### src/rtl/lc_pkg.sv
package lc_pkg;

  typedef enum logic [1:0] {
    LC_NRZ  = 2'b00,
    LC_NRZI = 2'b01,
    LC_FM1  = 2'b10,
    LC_FM0  = 2'b11
  } lc_mode_e;

  function automatic logic lc_is_fm(lc_mode_e m);
    return (m == LC_FM1) || (m == LC_FM0);
  endfunction

  // bi-phase: does this bit call for a mid-cell inversion
  function automatic logic lc_mid_flip(lc_mode_e m, logic b);
    return (m == LC_FM1) ? b : ~b;
  endfunction

endpackage

### src/rtl/lc_mode_hold.sv
module lc_mode_hold
  import lc_pkg::*;
(
  input  logic     clk,
  input  logic     rst_n,
  input  logic     load,
  input  lc_mode_e mode_in,
  output lc_mode_e mode_q
);

  always_ff @(posedge clk) begin
    if (!rst_n)    mode_q <= LC_NRZ;
    else if (load) mode_q <= mode_in;
  end

endmodule

### src/rtl/lc_tx_encoder.sv
module lc_tx_encoder
  import lc_pkg::*;
#(
  parameter logic REST_LEVEL = 1'b1
) (
  input  logic     clk,
  input  logic     rst_n,
  input  logic     cell_stb,
  input  logic     mid_stb,
  input  logic     sym,
  input  lc_mode_e mode_in,
  output logic     line
);

  logic line_q;
  logic mid_pend_q;

  always_ff @(posedge clk) begin
    if (!rst_n) begin
      line_q     <= REST_LEVEL;
      mid_pend_q <= 1'b0;
    end else if (cell_stb) begin
      unique case (mode_in)
        LC_NRZ:  line_q <= sym;
        LC_NRZI: line_q <= sym ? line_q : ~line_q;
        default: line_q <= ~line_q;
      endcase
      mid_pend_q <= lc_is_fm(mode_in) && lc_mid_flip(mode_in, sym);
    end else if (mid_stb && mid_pend_q) begin
      line_q     <= ~line_q;
      mid_pend_q <= 1'b0;
    end
  end

  assign line = line_q;

endmodule

### src/rtl/lc_rx_decoder.sv
module lc_rx_decoder
  import lc_pkg::*;
#(
  parameter logic REST_LEVEL = 1'b1
) (
  input  logic     clk,
  input  logic     rst_n,
  input  logic     first_stb,
  input  logic     second_stb,
  input  logic     line_in,
  input  lc_mode_e mode_in,
  output logic     bit_out,
  output logic     valid_out
);

  lc_mode_e held_mode;
  logic     prev_q;
  logic     half1_q;
  logic     bit_q;
  logic     valid_q;

  lc_mode_hold u_hold (
    .clk    (clk),
    .rst_n  (rst_n),
    .load   (first_stb),
    .mode_in(mode_in),
    .mode_q (held_mode)
  );

  always_ff @(posedge clk) begin
    if (!rst_n) begin
      prev_q  <= REST_LEVEL;
      half1_q <= REST_LEVEL;
      bit_q   <= 1'b0;
      valid_q <= 1'b0;
    end else begin
      valid_q <= 1'b0;
      if (first_stb) begin
        prev_q  <= line_in;
        half1_q <= line_in;
        unique case (mode_in)
          LC_NRZ: begin
            bit_q   <= line_in;
            valid_q <= 1'b1;
          end
          LC_NRZI: begin
            bit_q   <= (line_in == prev_q);
            valid_q <= 1'b1;
          end
          default: ;
        endcase
      end else if (second_stb && lc_is_fm(held_mode)) begin
        prev_q  <= line_in;
        bit_q   <= (half1_q != line_in) ^ (held_mode == LC_FM0);
        valid_q <= 1'b1;
      end
    end
  end

  assign bit_out   = bit_q;
  assign valid_out = valid_q;

endmodule

### src/rtl/line_codec_xcvr.sv
module line_codec_xcvr
  import lc_pkg::*;
#(
  parameter logic IDLE_BIT   = 1'b1,
  parameter logic REST_LEVEL = 1'b1
) (
  input  logic       clk,
  input  logic       rst_n,
  input  logic [1:0] mode,
  input  logic       tx_valid,
  output logic       tx_ready,
  input  logic       tx_bit,
  input  logic       tx_cell_stb,
  input  logic       tx_mid_stb,
  output logic       tx_line,
  input  logic       rx_line,
  input  logic       rx_first_stb,
  input  logic       rx_second_stb,
  output logic       rx_bit,
  output logic       rx_valid
);

  lc_mode_e mode_e;
  logic     tx_sym;

  assign mode_e   = lc_mode_e'(mode);
  assign tx_ready = tx_cell_stb;
  assign tx_sym   = tx_valid ? tx_bit : IDLE_BIT;

  lc_tx_encoder #(.REST_LEVEL(REST_LEVEL)) u_tx (
    .clk     (clk),
    .rst_n   (rst_n),
    .cell_stb(tx_cell_stb),
    .mid_stb (tx_mid_stb),
    .sym     (tx_sym),
    .mode_in (mode_e),
    .line    (tx_line)
  );

  lc_rx_decoder #(.REST_LEVEL(REST_LEVEL)) u_rx (
    .clk       (clk),
    .rst_n     (rst_n),
    .first_stb (rx_first_stb),
    .second_stb(rx_second_stb),
    .line_in   (rx_line),
    .mode_in   (mode_e),
    .bit_out   (rx_bit),
    .valid_out (rx_valid)
  );

endmodule

### config.mk
export PLATFORM = sky130hd
export DESIGN_NAME = line_codec_xcvr
export DESIGN_NICKNAME = d
export VERILOG_FILES = /design/src/rtl/lc_pkg.sv /design/src/rtl/lc_mode_hold.sv /design/src/rtl/lc_tx_encoder.sv /design/src/rtl/lc_rx_decoder.sv /design/src/rtl/line_codec_xcvr.sv
export SDC_FILE = /design/constraint.sdc
export NUM_CORES = 1
export LEC_CHECK = 0
export BUFFER_PORTS_ARGS = -buffer_cell sky130_fd_sc_hd__buf_2
export CORE_AREA = 2 2 39 41
export DETAILED_ROUTE_END_ITERATION = 16
export DIE_AREA = 0 0 41 43
export PLACE_DENSITY = 0.63
export REMOVE_ABC_BUFFERS = 1
export SYNTH_ARGS = -nofsm -noshare
export SYNTH_HDL_FRONTEND = slang
export SYNTH_HIERARCHICAL = 1
export SYNTH_SLANG_ARGS = --single-unit
### constraint.sdc
create_clock -name clk -period 3.47 [get_ports clk]
set_clock_uncertainty 0.2 [all_clocks]
set_input_delay 0.347 -clock clk [delete_from_list [all_inputs] [get_ports clk]]
set_output_delay 0.347 -clock clk [all_outputs]
set_load 0.1 [all_outputs]
Word-level counts from Yosys, hierarchy flattened --
Cells that the tools add are included.
Storage, ports and cells: register bits after elaboration 8, word-level logic and storage cells 46, output and inout bits 4, input bits 11
Cells by class: bitwise logic cells 3, mux-type cells 16, reduce and logical (&&, ||, !) cells 11, eq/ne operators 9
Operator list (number):
- 1-bit two-way mux | 14
- 2-bit equality test, second input constant | 4
- 1-bit one-hot mux with 2 select lines | 2
- 2-bit AND reduction | 2
- 2-bit nonzero test | 2
- 1-bit logical AND | 3
- 3-bit by 1-bit inequality test with 1-bit output, second input constant | 1
- 3-bit inequality test, second input constant | 1
- 2-bit by 1-bit equality test with 1-bit output, second input constant | 1
- 2-bit zero test | 1
- 1-bit logical OR | 2
- 1-bit NOT | 2
- 2-bit OR reduction | 1
- 1-bit equality test | 1
- 1-bit inequality test | 1
- 1-bit XOR | 1

Depth between registers and ports, before layout --
depth after elaboration 5, depth in mapped cells 4, depth with buffers taken out 4

Modules after synthesis --
Netlist, hierarchy kept.
By module, submodules not included:
- lc_rx_decoder | area an instance 200.2 um^2, instances 1, cells each 21, sequential area each 80.1 um^2
- lc_tx_encoder | area an instance 105.1 um^2, instances 1, cells each 11, sequential area each 40.0 um^2
- lc_mode_hold | area an instance 72.6 um^2, instances 1, cells each 6, sequential area each 40.0 um^2
- line_codec_xcvr | area an instance 13.8 um^2, instances 1, cells each 2, sequential area each 0.0 um^2

Worst setup path before layout --
OpenSTA, ideal clock, no wires.
path type reg-to-reg, start point register u_tx.line_q, in the netlist u_tx/line, end point register u_tx.line_q, in the netlist u_tx/line, buffers on the path 0, arrival 1.254 ns, required time 3.171 ns, cell stages (with the launch flop) 3, path slack 1.916 ns, period minus slack after synthesis 1.554 ns, setup time 0.099 ns, path through dfxtp_1 > o21ai_0 > o311ai_1
On the way: cells in the longest elaborated chain, start to end 4, elaborated cells on any way between the ends 5, those cells by class mux (4); bitwise (1)
RTL lines:
- from (decl) | RTL line lc_tx_encoder.sv:15 | logic line_q;
- from (signal assigned) | RTL line lc_tx_encoder.sv:24 | LC_NRZ: line_q <= sym;
- from (signal assigned) | RTL line lc_tx_encoder.sv:25 | LC_NRZI: line_q <= sym ? line_q : ~line_q;
- from (signal assigned) | RTL line lc_tx_encoder.sv:26 | default: line_q <= ~line_q;
- 1-bit NOT * | RTL line lc_tx_encoder.sv:25, lc_tx_encoder.sv:26, lc_tx_encoder.sv:30
- 1-bit two-way mux | RTL line lc_tx_encoder.sv:25
- 1-bit one-hot mux with 2 select lines | RTL line lc_tx_encoder.sv:23 | unique case (mode_in)
- 1-bit two-way mux * | RTL line lc_tx_encoder.sv:22 | end else if (cell_stb) begin
Every way passes the cells marked *; elsewhere a longest branch is shown, timed or not. The select of a mux whose other input is x is not followed. A chain may end at the register's enable or synchronous reset.

Final worst setup path --
start point register u_tx.line_q, in the netlist u_tx/line, end point output tx_line
RTL lines:
- to (decl) | RTL line line_codec_xcvr.sv:15 | output logic tx_line,
No word-level cell between the ends.

==> impl_metrics.ini <==
[global_route]
antenna_found_initial = 0
grt_max_degree = 11
global_route_wire_length_before_repair_um = 1180
vias_in_the_first_global_route = 306
grt_overflow_total = 0
groute.usage.overall_pct = 10.8

[floorplanning]
num_rows = 14
initial_utilization_pct = 28.3
ios = 15
die_width_um = 41
die_h_um = 43
core_region_area_um2 = 1380
dieArea_um2 = 1760

[power_and_ir_drop]
irDropWorstVdd_uv = 181
switching_power_uw = 68.7
p_leak_nw = 0.215
cellPowerDensity_nw_per_um2 = 448
total_internal_power_uw = 154
comb_power_share_pct = 24.2
p_seq_share_pct = 45.6
share_clk_of_total_power_pct = 30.2
sw_ratio_pct = 30.9

[setup_path]
worst-path-stages = 1
slowest_delay_ns = 0.43
worst_r2r_startpoint = u_rx/u_hold/mode_q[0]
worstSetupStartpoint = u_tx/line
crit_path_cell_trace = buf_2
worst_ep_required_time_ns = 2.92
path_buf_inv = 1
end_kind = output port
cp.arrival_ns = 1.01
critPathKind = flip-flop to output port
worst_path_dominant_cell_family = buffers and inverters
cell_depth_of_the_worst_flop_to_flop_path = 4
setup_slack_of_the_most_critical_reg_to_reg_path_ns = 2.17
worstSetupStartpointType = flip-flop
reg2reg_to = u_rx/bit_out
worst_path_cell_with_the_longest_stage_delay = sky130_fd_sc_hd__buf_2
critical_path_capture_point = tx_line
timing.critical_path.fanout_max = 3

[synthesis]
post_synthesis_simple_gate_area_fraction_pct = 28.4
mappedNetlistArea_um2 = 392
synth.avg_cell_area_um2 = 9.79
number_of_storage_elements_in_the_synthesis_netlist = 8
number_of_synthesis_warnings = 6
synth.most_common_cell = sky130_fd_sc_hd__dfxtp_1
muxShareOfSynthArea_pct = 10.2
ys_async_sr_fraction_pct = 0
synth_top_family_by_area = simple AND/OR/NAND/NOR gates
synth_compound_area_share_pct = 15.3
synthDominantAreaCellType = sky130_fd_sc_hd__dfxtp_1
synth_adder_area_share_pct = 0
synth-xor-area-share_pct = 2.24
synth.cells.most_frequent = sky130_fd_sc_hd__dfxtp_1 (8), sky130_fd_sc_hd__mux2i_1 (4), sky130_fd_sc_hd__nand2_1 (4), sky130_fd_sc_hd__nor2b_1 (4)
synthCells = 40
synth_largest_type_area_fraction_pct = 40.9
synth_ff_type = sky130_fd_sc_hd__dfxtp_1
synth_top_cells_by_area = sky130_fd_sc_hd__dfxtp_1 (41%), sky130_fd_sc_hd__mux2i_1 (10%), sky130_fd_sc_hd__nor2b_1 (6.4%)
netlist-cell-type-count = 21
post_synth_edffs = 0
ys_seq_area_share_pct = 40.9

[hold_path]
worst_hold_path_type = input port to flip-flop

[clock_network]
postCtsHoldBufs = 0
tritoncts = built
tritoncts.num_buffers = 3
root_buffer = sky130_fd_sc_hd__clkbuf_4
cts_max_level = 1
clkSinkCount = 8
cts_max_path_buffers = 2
post-cts-setup-buffers = 0
worstSkewPairLatency_ns = 0.25
number_of_gates_resized_after_cts = 0
clk_pin_slew_worst_paths_ns = 0.05

[placed_design]
hpwl_um = 578
port_buffers = 14
replace_congestion = 0.754
postPlaceCellArea_um2 = 474
place_ws_ns = 2.00

[layout]
synthToLayoutAreaGrowth_pct = 26.8
final_net_count = 69
antenna-diode-count = 0
fillers = 150
postLayoutCellArea_um2 = 497
layout-drive-gt1-share_pct = 33.9

[sta]
timing.fmax_mhz = 640
post-route-period-util_pct = 45.0
finalCriticalPeriod_ns = 1.56
maxSlewViolCount = 0
fin_ws_ns = 1.91
setup-violations-final = 0
max_slew_margin_pct = 68.0
unrepaired_setup_endpoints_after_global_routing = false
tns_ns = 0
worst_slew_pin_slew_ns = 0.483
number_of_hold_violations_in_the_final_report = 0

[job]
cap_viol_max_count = 0

[routing]
dr_vias = 353
totalWireLength_um = 692
via_per_inst = 4.90
detailedRoute.firstIterationViolations = 1
wl_per_instance_um = 9.61
drc_errors = 0
dr.pass1.iters = 4
ant_nets = 0

[status]
result_of_the_run = finished, final reports clean
==> registers in the layout, summed over array words and instances (netlist names) <==
register / count
u_rx/u_hold/mode_q: 2
u_rx/bit_out: 1
u_rx/valid_out: 1
u_tx/mid_pend_q: 1
u_rx/prev_q: 1
u_rx/half1_q: 1
u_tx/line: 1
==> stage by stage <==
step | hold WS [ns] | utilization [%] | cells | total power [mW]
detailed placement | 0.265 | 34.3 | 69 | 0.158
global route | 0.146 | 35.9 | 72 | 0.239
floorplan | 0.209 | - | 39 | 0.137
global placement | 0.270 | 34.3 | 69 | 0.157
CTS | 0.151 | 35.9 | 72 | 0.227
finish | 0.153 | 35.9 | 72 | 0.223
==> cell type report <==
cell class	count	area, µm²	area share [%]
clock buffer	3	22.5	4.53
inverter	1	3.75	0.756
multi-input combinational	30	220	44.3
sequential	8	160	32.2
tap	16	20.0	4.03
timing repair buffer	14	70.1	14.1
==> layer usage <==
layer	track usage, %	vias to the layer above	part of all wire (%)
li1	-	181	-
met1	10.0	162	43
met2	15.3	8	48
met3	9.42	2	8.2
met4	6.00	0	1.3
met5	0	-	0
==> placed cells by master (no fill, tap or decap) <==
cell type | Yosys | routed
sky130_fd_sc_hd__mux2i_1 | 4 | 4
sky130_fd_sc_hd__nand4_1 | 1 | 1
sky130_fd_sc_hd__o221ai_1 | 1 | 1
sky130_fd_sc_hd__a21oi_1 | 2 | 2
sky130_fd_sc_hd__a211oi_2 | 1 | 1
sky130_fd_sc_hd__o21ai_0 | 1 | 1
sky130_fd_sc_hd__dfxtp_1 | 8 | 8
sky130_fd_sc_hd__a211o_1 | 1 | 1
sky130_fd_sc_hd__xor2_1 | 1 | 1
sky130_fd_sc_hd__nand2_1 | 4 | 4
sky130_fd_sc_hd__and3b_2 | 1 | 1
sky130_fd_sc_hd__nand3b_1 | 1 | 1
sky130_fd_sc_hd__clkbuf_4 | 0 | 3
sky130_fd_sc_hd__and2_1 | 1 | 1
sky130_fd_sc_hd__nor2b_1 | 4 | 4
sky130_fd_sc_hd__nor3b_1 | 2 | 2
sky130_fd_sc_hd__inv_1 | 1 | 1
sky130_fd_sc_hd__a31oi_1 | 1 | 1
sky130_fd_sc_hd__nand2b_1 | 1 | 1
sky130_fd_sc_hd__buf_2 | 0 | 14
sky130_fd_sc_hd__o311ai_1 | 1 | 1
sky130_fd_sc_hd__nor4bb_1 | 2 | 2
==> worst reg2reg max path, stage by stage, from the launching register on <==
cell	delay [ns]
sky130_fd_sc_hd__dfxtp_1	0.34
sky130_fd_sc_hd__nor4bb_1	0.33
sky130_fd_sc_hd__a211oi_2	0.09
sky130_fd_sc_hd__nand4_1	0.10
sky130_fd_sc_hd__o221ai_1	0.10
==> worst min-delay path by stage <==
stage / from / to / slack [ns] / depth (start not counted)
finish: rst_n / u_rx/prev_q / 0.15 / 2
global route: rst_n / u_rx/prev_q / 0.15 / 2
global placement: u_rx/prev_q / u_rx/prev_q / 0.27 / 2
CTS: rst_n / u_rx/prev_q / 0.15 / 2
detailed placement: u_rx/prev_q / u_rx/prev_q / 0.27 / 2
floorplan: rst_n / u_rx/prev_q / 0.21 / 1
==> power by group through the flow <==
| stage | Clock [mW] | Sequential [mW] | Combinational (mW) |
|---|---|---|---|
| floorplan | 0 | 0.121 | 0.0160 |
| global placement | 0 | 0.103 | 0.0539 |
| detailed placement | 0 | 0.103 | 0.0543 |
| CTS | 0.0711 | 0.101 | 0.0545 |
| global route | 0.0791 | 0.102 | 0.0578 |
| finish | 0.0673 | 0.102 | 0.0539 |
==> cells by family after synthesis <==
kind of cell,Yosys count
mux,4
flops,8
xor+xnor,1
compound gates,8
simple gates,17
buf+inv,2
Power figures use the tool's default switching activity.
